## src/rtl/smac_pkg.sv

```systemverilog
package smac_pkg;

    // Bit positions of the condition flags inside the 4-bit flag vectors.
    localparam int FLAG_N = 3;
    localparam int FLAG_Z = 2;
    localparam int FLAG_C = 1;
    localparam int FLAG_V = 0;

    typedef enum logic [0:0] {
        PH_IDLE = 1'b0,
        PH_RUN  = 1'b1
    } phase_e;

endpackage

```

## src/rtl/smac_step.sv

```systemverilog
// One iteration of the shift-add multiplier: it adds BPS weighted copies of the
// multiplicand into the running sum. On the final iteration the top multiplier
// bit carries negative weight, as two's complement requires.
module smac_step #(
    parameter int ACC_W = 64,
    parameter int BPS   = 4
) (
    input  logic [ACC_W-1:0] sum_i,
    input  logic [ACC_W-1:0] mcand_i,
    input  logic [BPS-1:0]   bits_i,
    input  logic             last_i,
    output logic [ACC_W-1:0] sum_o
);

    logic [ACC_W-1:0] pp [BPS];

    for (genvar j = 0; j < BPS; j++) begin : g_pp
        assign pp[j] = bits_i[j] ? (mcand_i << j) : '0;
    end

    always_comb begin
        logic [ACC_W-1:0] run;
        run = sum_i;
        for (int j = 0; j < BPS; j++) begin
            if (last_i && (j == BPS - 1)) begin
                run = run - pp[j];
            end else begin
                run = run + pp[j];
            end
        end
        sum_o = run;
    end

endmodule

```

## src/rtl/smac_flags.sv

```systemverilog
// Flag update: N and Z are recomputed when requested; C and V are carried through.
module smac_flags #(
    parameter int ACC_W = 64
) (
    input  logic [ACC_W-1:0] res_i,
    input  logic             setf_i,
    input  logic [3:0]       fin_i,
    output logic [3:0]       fout_o
);

    import smac_pkg::*;

    always_comb begin
        fout_o = fin_i;
        if (setf_i) begin
            fout_o[FLAG_N] = res_i[ACC_W-1];
            fout_o[FLAG_Z] = ~|res_i;
        end
    end

endmodule

```

## src/rtl/smac_long_unit.sv

```systemverilog
module smac_long_unit #(
    parameter int OP_W = 32,
    parameter int BPS  = 4
) (
    input  logic            clk,
    input  logic            rst,
    input  logic            start_i,
    input  logic            cond_i,
    input  logic            setf_i,
    input  logic [OP_W-1:0] op_a_i,
    input  logic [OP_W-1:0] op_b_i,
    input  logic [OP_W-1:0] acc_hi_i,
    input  logic [OP_W-1:0] acc_lo_i,
    input  logic [3:0]      flags_i,
    output logic            done_o,
    output logic [OP_W-1:0] res_hi_o,
    output logic [OP_W-1:0] res_lo_o,
    output logic [3:0]      flags_o
);

    import smac_pkg::*;

    localparam int ACC_W = 2 * OP_W;
    localparam int STEPS = OP_W / BPS;
    localparam int CNT_W = $clog2(STEPS) + 1;
    localparam logic [CNT_W-1:0] LAST_STEP = CNT_W'(STEPS - 1);

    typedef struct packed {
        phase_e            phase;
        logic [CNT_W-1:0]  step;
        logic [ACC_W-1:0]  sum;
        logic [ACC_W-1:0]  mcand;
        logic [OP_W-1:0]   mplier;
        logic              setf;
        logic [3:0]        fin;
        logic [OP_W-1:0]   hi;
        logic [OP_W-1:0]   lo;
        logic [3:0]        fl;
        logic              done;
    } st_t;

    st_t st_d, st_q;

    logic [ACC_W-1:0] step_sum;
    logic [3:0]       step_flags;
    logic             last_step;

    assign last_step = (st_q.step == LAST_STEP);

    smac_step #(
        .ACC_W (ACC_W),
        .BPS   (BPS)
    ) u_step (
        .sum_i   (st_q.sum),
        .mcand_i (st_q.mcand),
        .bits_i  (st_q.mplier[BPS-1:0]),
        .last_i  (last_step),
        .sum_o   (step_sum)
    );

    smac_flags #(
        .ACC_W (ACC_W)
    ) u_flags (
        .res_i  (step_sum),
        .setf_i (st_q.setf),
        .fin_i  (st_q.fin),
        .fout_o (step_flags)
    );

    always_comb begin
        st_d      = st_q;
        st_d.done = 1'b0;
        unique case (st_q.phase)
            PH_IDLE: begin
                if (start_i) begin
                    if (cond_i) begin
                        st_d.phase  = PH_RUN;
                        st_d.step   = '0;
                        st_d.sum    = {acc_hi_i, acc_lo_i};
                        st_d.mcand  = {{OP_W{op_a_i[OP_W-1]}}, op_a_i};
                        st_d.mplier = op_b_i;
                        st_d.setf   = setf_i;
                        st_d.fin    = flags_i;
                    end else begin
                        st_d.hi   = acc_hi_i;
                        st_d.lo   = acc_lo_i;
                        st_d.fl   = flags_i;
                        st_d.done = 1'b1;
                    end
                end
            end
            PH_RUN: begin
                st_d.sum    = step_sum;
                st_d.mcand  = st_q.mcand << BPS;
                st_d.mplier = st_q.mplier >> BPS;
                st_d.step   = st_q.step + 1'b1;
                if (last_step) begin
                    st_d.phase = PH_IDLE;
                    st_d.hi    = step_sum[ACC_W-1:OP_W];
                    st_d.lo    = step_sum[OP_W-1:0];
                    st_d.fl    = step_flags;
                    st_d.done  = 1'b1;
                end
            end
            default: st_d.phase = PH_IDLE;
        endcase
    end

    always_ff @(posedge clk) begin
        if (rst) begin
            st_q <= '0;
        end else begin
            st_q <= st_d;
        end
    end

    assign done_o   = st_q.done;
    assign res_hi_o = st_q.hi;
    assign res_lo_o = st_q.lo;
    assign flags_o  = st_q.fl;

endmodule

```

## config.mk

```make
export PLATFORM = sky130hd
export DESIGN_NAME = smac_long_unit
export DESIGN_NICKNAME = d
export VERILOG_FILES = /design/src/rtl/smac_pkg.sv /design/src/rtl/smac_step.sv /design/src/rtl/smac_flags.sv /design/src/rtl/smac_long_unit.sv
export SDC_FILE = /design/constraint.sdc
export NUM_CORES = 1
export LEC_CHECK = 0
export ABC_AREA = 1
export BUFFER_PORTS_ARGS = -buffer_cell sky130_fd_sc_hd__buf_2
export CAP_MARGIN = 10
export CORE_MARGIN = 3
export CORE_UTILIZATION = 60
export DETAILED_ROUTE_END_ITERATION = 8
export GPL_ROUTABILITY_DRIVEN = 0
export GPL_TIMING_DRIVEN = 0
export PLACE_DENSITY_LB_ADDON = 0.12
export SETUP_SLACK_MARGIN = 0.15
export SYNTH_ARGS = -nofsm -noshare
export SYNTH_HDL_FRONTEND = slang
export SYNTH_SLANG_ARGS = --single-unit
```

## constraint.sdc

```tcl
create_clock -name clk -period 7.26 [get_ports clk]
set_clock_uncertainty 0.2 [all_clocks]
set_input_delay 0.726 -clock clk [delete_from_list [all_inputs] [get_ports clk]]
set_output_delay 0.726 -clock clk [all_outputs]
set_load 0.05 [all_outputs]
```

-- Yosys cells after proc, flatten, opt, wreduce, memory -nomap -nowiden
Cells that the tools add are included.
W data, S select, Z words.
- bits in registers: 239
- bits of input ports: 137
- $add $sub $neg: 6
- eq/ne operators: 5
- mux-type cells: 13
- bitwise operators: 1
- reduce and logical (&&, ||, !) cells: 5
- operators by type and width (operator ; number):
    $pmux W165 S2 ; 1
    $mux W64 ; 5
    $add A64 B64 Y64 ; 4
    $mux W239 ; 1
    $mux W170 ; 1
    $mux W69 ; 2
    $pmux W69 S2 ; 1
    $reduce_or A64 Y1 ; 1
    $sub A64 B64 Y64 ; 1
    $ne A2 B2 Y1 const B ; 3
    $reduce_and A3 Y1 ; 2
    $add A4 B1 Y4 const B ; 1
    $eq A4 B3 Y1 const B ; 1
    $mux W2 ; 1
    $ne A2 B1 Y1 const B ; 1
    $reduce_and A2 Y1 ; 1
    $logic_not A1 Y1 ; 1
    $mux W1 ; 1
    $not A1 Y1 ; 1

-- Longest topological paths before layout
- depth in word-level cells: 11
- depth in mapped cells: 45
- mapped depth without buffers: 43

-- Modules after synthesis
A second synthesis with hierarchy kept.
- cell total of the unflattened synthesis: 4389
- area, all modules: 26620.5 um^2
- modules (own cells, without submodules) (module ; instances ; cells an instance ; area each (um^2) ; sequential area each (um^2)):
    smac_step ; 1 ; 2645 ; 15122.0 ; 0.0
    smac_long_unit ; 1 ; 1673 ; 11214.5 ; 4784.6
    smac_flags ; 1 ; 71 ; 284.0 ; 0.0

-- Worst setup path before layout
OpenSTA, ideal clock, no wires.
- path type: reg-to-reg
- from: register st_q[75] (netlist name)
- to: register st_q (netlist bit flags_o[2])
- setup time: 0.067 ns
- arrival time: 5.924 ns
- data required time: 6.993 ns
- slack: 1.069 ns
- stages on the path, launching flop included: 38
- cell sequence: dfxtp_1 -> clkbuf_1 -> buf_1 -> nand2_1 -> fa_1 -> fa_1 -> inv_1 -> ha_1 -> inv_1 -> fa_1 -> nand3b_1 -> nand2_1 -> a21oi_2 -> o21ai_1 -> a21oi_2 -> o21ai_1 -> a21boi_1 -> o21ai_0 -> (+2 left out) -> nand3_1 -> nand3_1 -> nand2_1 -> ha_1 -> nand2_1 -> nor2_1 -> nand2_1 -> nor4_1 -> nand2_1 -> nand3_1 -> nand2_1 -> nor2_1 -> nand2_1 -> nor3_1 -> nand4_1 -> nand2_1 -> nand2_1 -> a21oi_2
- cells in the longest elaborated chain, start to end: 10
- elaborated cells on any way between the ends: 11
- those cells by class: add/sub: 4; mux: 5; reduce/logical: 2
- ends and longest elaborated chain (item ; line ; source):
    start: declaration ; smac_long_unit.sv:42 ; st_t st_d, st_q;
    start signal: assignment ; smac_long_unit.sv:113 ; st_q <= st_d;
    $mux W64 (*) ; smac_step.sv:18 ; assign pp[j] = bits_i[j] ? (mcand_i << j) : '0;
    $add A64 B64 Y64 (*) (2 in a row) ; smac_step.sv:28 ; run = run + pp[j];
    $add A64 B64 Y64 / $sub A64 B64 Y64 (equally long branches) ; smac_step.sv:28, smac_step.sv:26 ;
    $mux W64 (*) ; smac_step.sv:25 ; if (last_i && (j == BPS - 1)) begin
    $reduce_or A64 Y1 (*) ; smac_flags.sv:17 ; fout_o[FLAG_Z] = ~|res_i;
    $logic_not A1 Y1 (*) ; smac_flags.sv:17 ;
    $mux W2 (*) ; smac_flags.sv:15 ; if (setf_i) begin
    $mux W69 (*) ; smac_long_unit.sv:97 ; if (last_step) begin
    $pmux W69 S2 (*) ; smac_long_unit.sv:73 ; unique case (st_q.phase)
Every way passes the cells marked *; elsewhere a longest branch is shown, timed or not. The select of a mux whose other input is x is not followed.
A chain may end at the register's enable or synchronous reset.

-- Final worst setup path
- from: register st_q[76] (netlist name)
- to: register st_q (netlist bit flags_o[2])
- cells in the longest elaborated chain, start to end: 9
- elaborated cells on any way between the ends: 10
- those cells by class: add/sub: 3; mux: 5; reduce/logical: 2
- ends and longest elaborated chain (item ; line):
    $mux W64 (*) ; smac_step.sv:18
    $add A64 B64 Y64 (*) ; smac_step.sv:28
    $add A64 B64 Y64 / $sub A64 B64 Y64 (equally long branches) ; smac_step.sv:28, smac_step.sv:26
    $mux W64 (*) ; smac_step.sv:25
    $reduce_or A64 Y1 (*) ; smac_flags.sv:17
    $logic_not A1 Y1 (*) ; smac_flags.sv:17
    $mux W2 (*) ; smac_flags.sv:15
    $mux W69 (*) ; smac_long_unit.sv:97
    $pmux W69 S2 (*) ; smac_long_unit.sv:73
Marks and branches as above.

==> results.md <==
* Status: finished, final reports clean
* Most used cell, CP: nand2_1
* Layout cells sized above 1 at 0.153
* Mux contribution to synthesized area at 0
* Pins over their slew limit at 0
* Nets at 4852
* Share of synthesized registers carrying an async set or reset at 0
* Placed Cells at 4933
* Number of DRC markers in iteration 0 at 3654
* Core area at 0.0414 mm^2
* Worst slew pin tran at 1310 ps
* Maximum VDD drop at 183 uV
* Die height at 212 um
* Syn nets at 4581
* Area grow syn2layout at 16.5%
* Yosys warnings at 0
* Synth area leaders: nand2_1 (24%), dfxtp_1 (19%), inv_1 (9.9%)
* DR vias at 28800
* Seq/Total Area, Yosys at 0.188
* WL/cell at 19.0 um
* Setup WS post-layout at 233 ps
* Max incr delay on CP at 490 ps
* I/O pins at 206
* Syn_area_per_cell at 6.08 um^2
* # port buffers at 204
* Non-Filler Instances at 5018
* EDFF count, synth at 0
* Startpoint Class: register
* Mapped Area at 0.0255 mm^2
* Hold buffers post-CTS at 0
* RSZ-0062 raised after global routing: false
* Minimum clock period at 7030 ps
* Most frequent cells in the layout: nand2_1 (1549), inv_1 (668), dfxtp_1 (238), nor2_1 (229), a31oi_1 (212)
* Final Cell Area at 0.0297 mm^2
* Vias in the first global route at 26400
* Hold slack at 204 ps
* Filler Cells Inserted at 3631
* XOR/XNOR Fraction of Synth Area at 0.0419
* Slowest cell on the critical path: fa_1
* Clock slew at reported path FFs at 60 ps
* Clk sinks at 239
* Largest family of logic cells by synthesized area: simple AND/OR/NAND/NOR gates
* Synth Area in Compound Gates at 0.133
* Hold Path Class: in -> reg
* Syn Inst Count at 4194
* Total chip power at 7600 uW
* GR Util All Layers at 0.406
* Post-route ant nets at 0
* # rows at 74
* Initial antenna violation count at 1
* Initial core utilization at 0.616
* Largest net degree at the start of global routing at 15
* Area share of the largest cell type after synthesis at 0.235
* Main synth FF type: dfxtp_1
* Critical path required time at 7560 ps
* First-pass GRT wire length at 142000 um
* Die Wd at 212 um
* Critical path class: reg -> reg
* Endpoints failing hold at 0
* Setup slack at placement at -1580 ps
* Grt ovf at 0
* CTS buffer count at 26
* Fin crit share at 0.968
* Fmax at 142 MHz
* Worst-Skew Late Latency at 570 ps
* Via/cell ratio at 5.74
* Netlist cell types at 58
* CTS H-tree depth at 1
* Maxcap violations at 0
* CTS max path bufs at 3
* Drt pass-1 iters at 7
* Hpwl dp at 75500 um
* Post-DP Area at 0.0272 mm^2
* Crit. End Element: register
* Crit path DAT at 7330 ps
* PwrDens at 256 mW/mm^2
* CTS tree: built
* Area leader, netlist: nand2_1
* # DRC at 0
* Post-synthesis adder-cell area fraction at 0.159
* Synth Register Bits at 239
* Slew headroom at 0.130
* Final setup violation count at 0
* Total Routed Length at 95400 um
* CTS root buffer: clkbuf_16
* Crit-path max FO at 5
* Static leakage at 0.0154 uW
* Commonest non-fill, non-tap cell in the layout: nand2_1
* Post-Synth Simple-Gate Area at 0.336
* Die footprint at 0.0450 mm^2
## cell type report
| class | instances | area, um^2 | share of cell area |
|---|---|---|---|
| Timing Repair Buffer | 244 | 1350 | 0.0456 |
| Tap cell | 532 | 666 | 0.0224 |
| Clock buffer | 36 | 759 | 0.0256 |
| Sequential cell | 239 | 4790 | 0.161 |
| Antenna cell | 2 | 5.00 | 0.000168 |
| Buffer | 204 | 1190 | 0.0399 |
| Multi-Input combinational cell | 3071 | 18300 | 0.616 |
| Clock inverter | 11 | 95.1 | 0.00320 |
| Inverter | 679 | 2550 | 0.0858 |
## metrics by stage
step | setup TNS [ps] | utilization
floorplan | 0 | -
global placement | -17430 | 0.657
detailed placement | -18320 | 0.658
CTS | 0 | 0.688
global route | 0 | 0.718
finish | 0 | 0.718
## path summary, 6_finish.rpt
kind	cells past startpoint	slack (ps)	end	start
max reg2reg	37	230	flags_o[2]$_SDFFE_PP0P_	st_q[76]$_SDFFE_PP0P_
max	37	230	flags_o[2]$_SDFFE_PP0P_	st_q[76]$_SDFFE_PP0P_
min reg2reg	2	270	st_q[102]$_SDFFE_PP0P_	st_q[102]$_SDFFE_PP0P_
min	3	200	st_q[69]$_SDFFE_PP0P_	flags_i[0]
## timing repair
item                                    4_1_cts  5_1_grt
gates resized for setup                      83      289
endpoints found under the setup margin       61        3
setup buffers                                11       25
pin swaps                                    16       61
cloned                                        0        1
## synthesized netlist by cell type (all sizes together) (5+ instances only)
cell       n
nand2   1624
inv      677
nor2     305
dfxtp    239
a31oi    215
a21oi    167
ha       126
fa       124
clkbuf   111
nand3    105
o21ai    102
buf       94
xor2      90
nand4     39
xnor2     32
nor3      27
a22oi     21
o21bai    17
nand3b    15
a21o      10
a21boi     8
o211ai     8
o21a       7
or2        5
## sequential cells by signal, summed over array words and instances, names as in the netlist
| register | count |
|---|---|
| res_hi_o | 32 |
| st_q | 170 |
| done_o | 1 |
| flags_o | 4 |
| res_lo_o | 32 |
## per-layer routing
layer | vias up | wire length (um) | track usage
met1 | 12900 | 36400 | 0.525
met2 | 1931 | 38800 | 0.607
met3 | 397 | 14100 | 0.136
li1 | 13600 | - | -
met5 | - | 9 | 0
met4 | 2 | 6060 | 0.201
## worst max-delay path, delay by kind of cell (launching register included)
kind                       cells  cell delay, ps
DFF                            1             380
and+or+nand+nor               18            2640
AOI/OAI and AO/OA              8            1370
xor gates and xnor gates       1             170
buffers and inverters          5             480
adders and majority gates      5            1700
## report_power, final
part / leakage [uW] / total [uW] / switching (uW) / internal (uW)
clock network: 0.000421 / 1370 / 602 / 767
logic: 0.0130 / 4710 / 3290 / 1430
registers: 0.00196 / 1520 / 103 / 1420
total: 0.0154 / 7600 / 3990 / 3610
## kinds of logic (layout without fill, tap and decap cells)
logic type               after synthesis  count (layout)
adder cells (fa/ha/maj)              250             250
XOR/XNOR                             122             122
AO/OA/AOI/OAI                        570             570
AND/OR/NAND/NOR                     2129            2129
buffers and inverters                884            1174
other                                  0               2
flip-flops                           239             239
(Power assumes the default switching activity.)
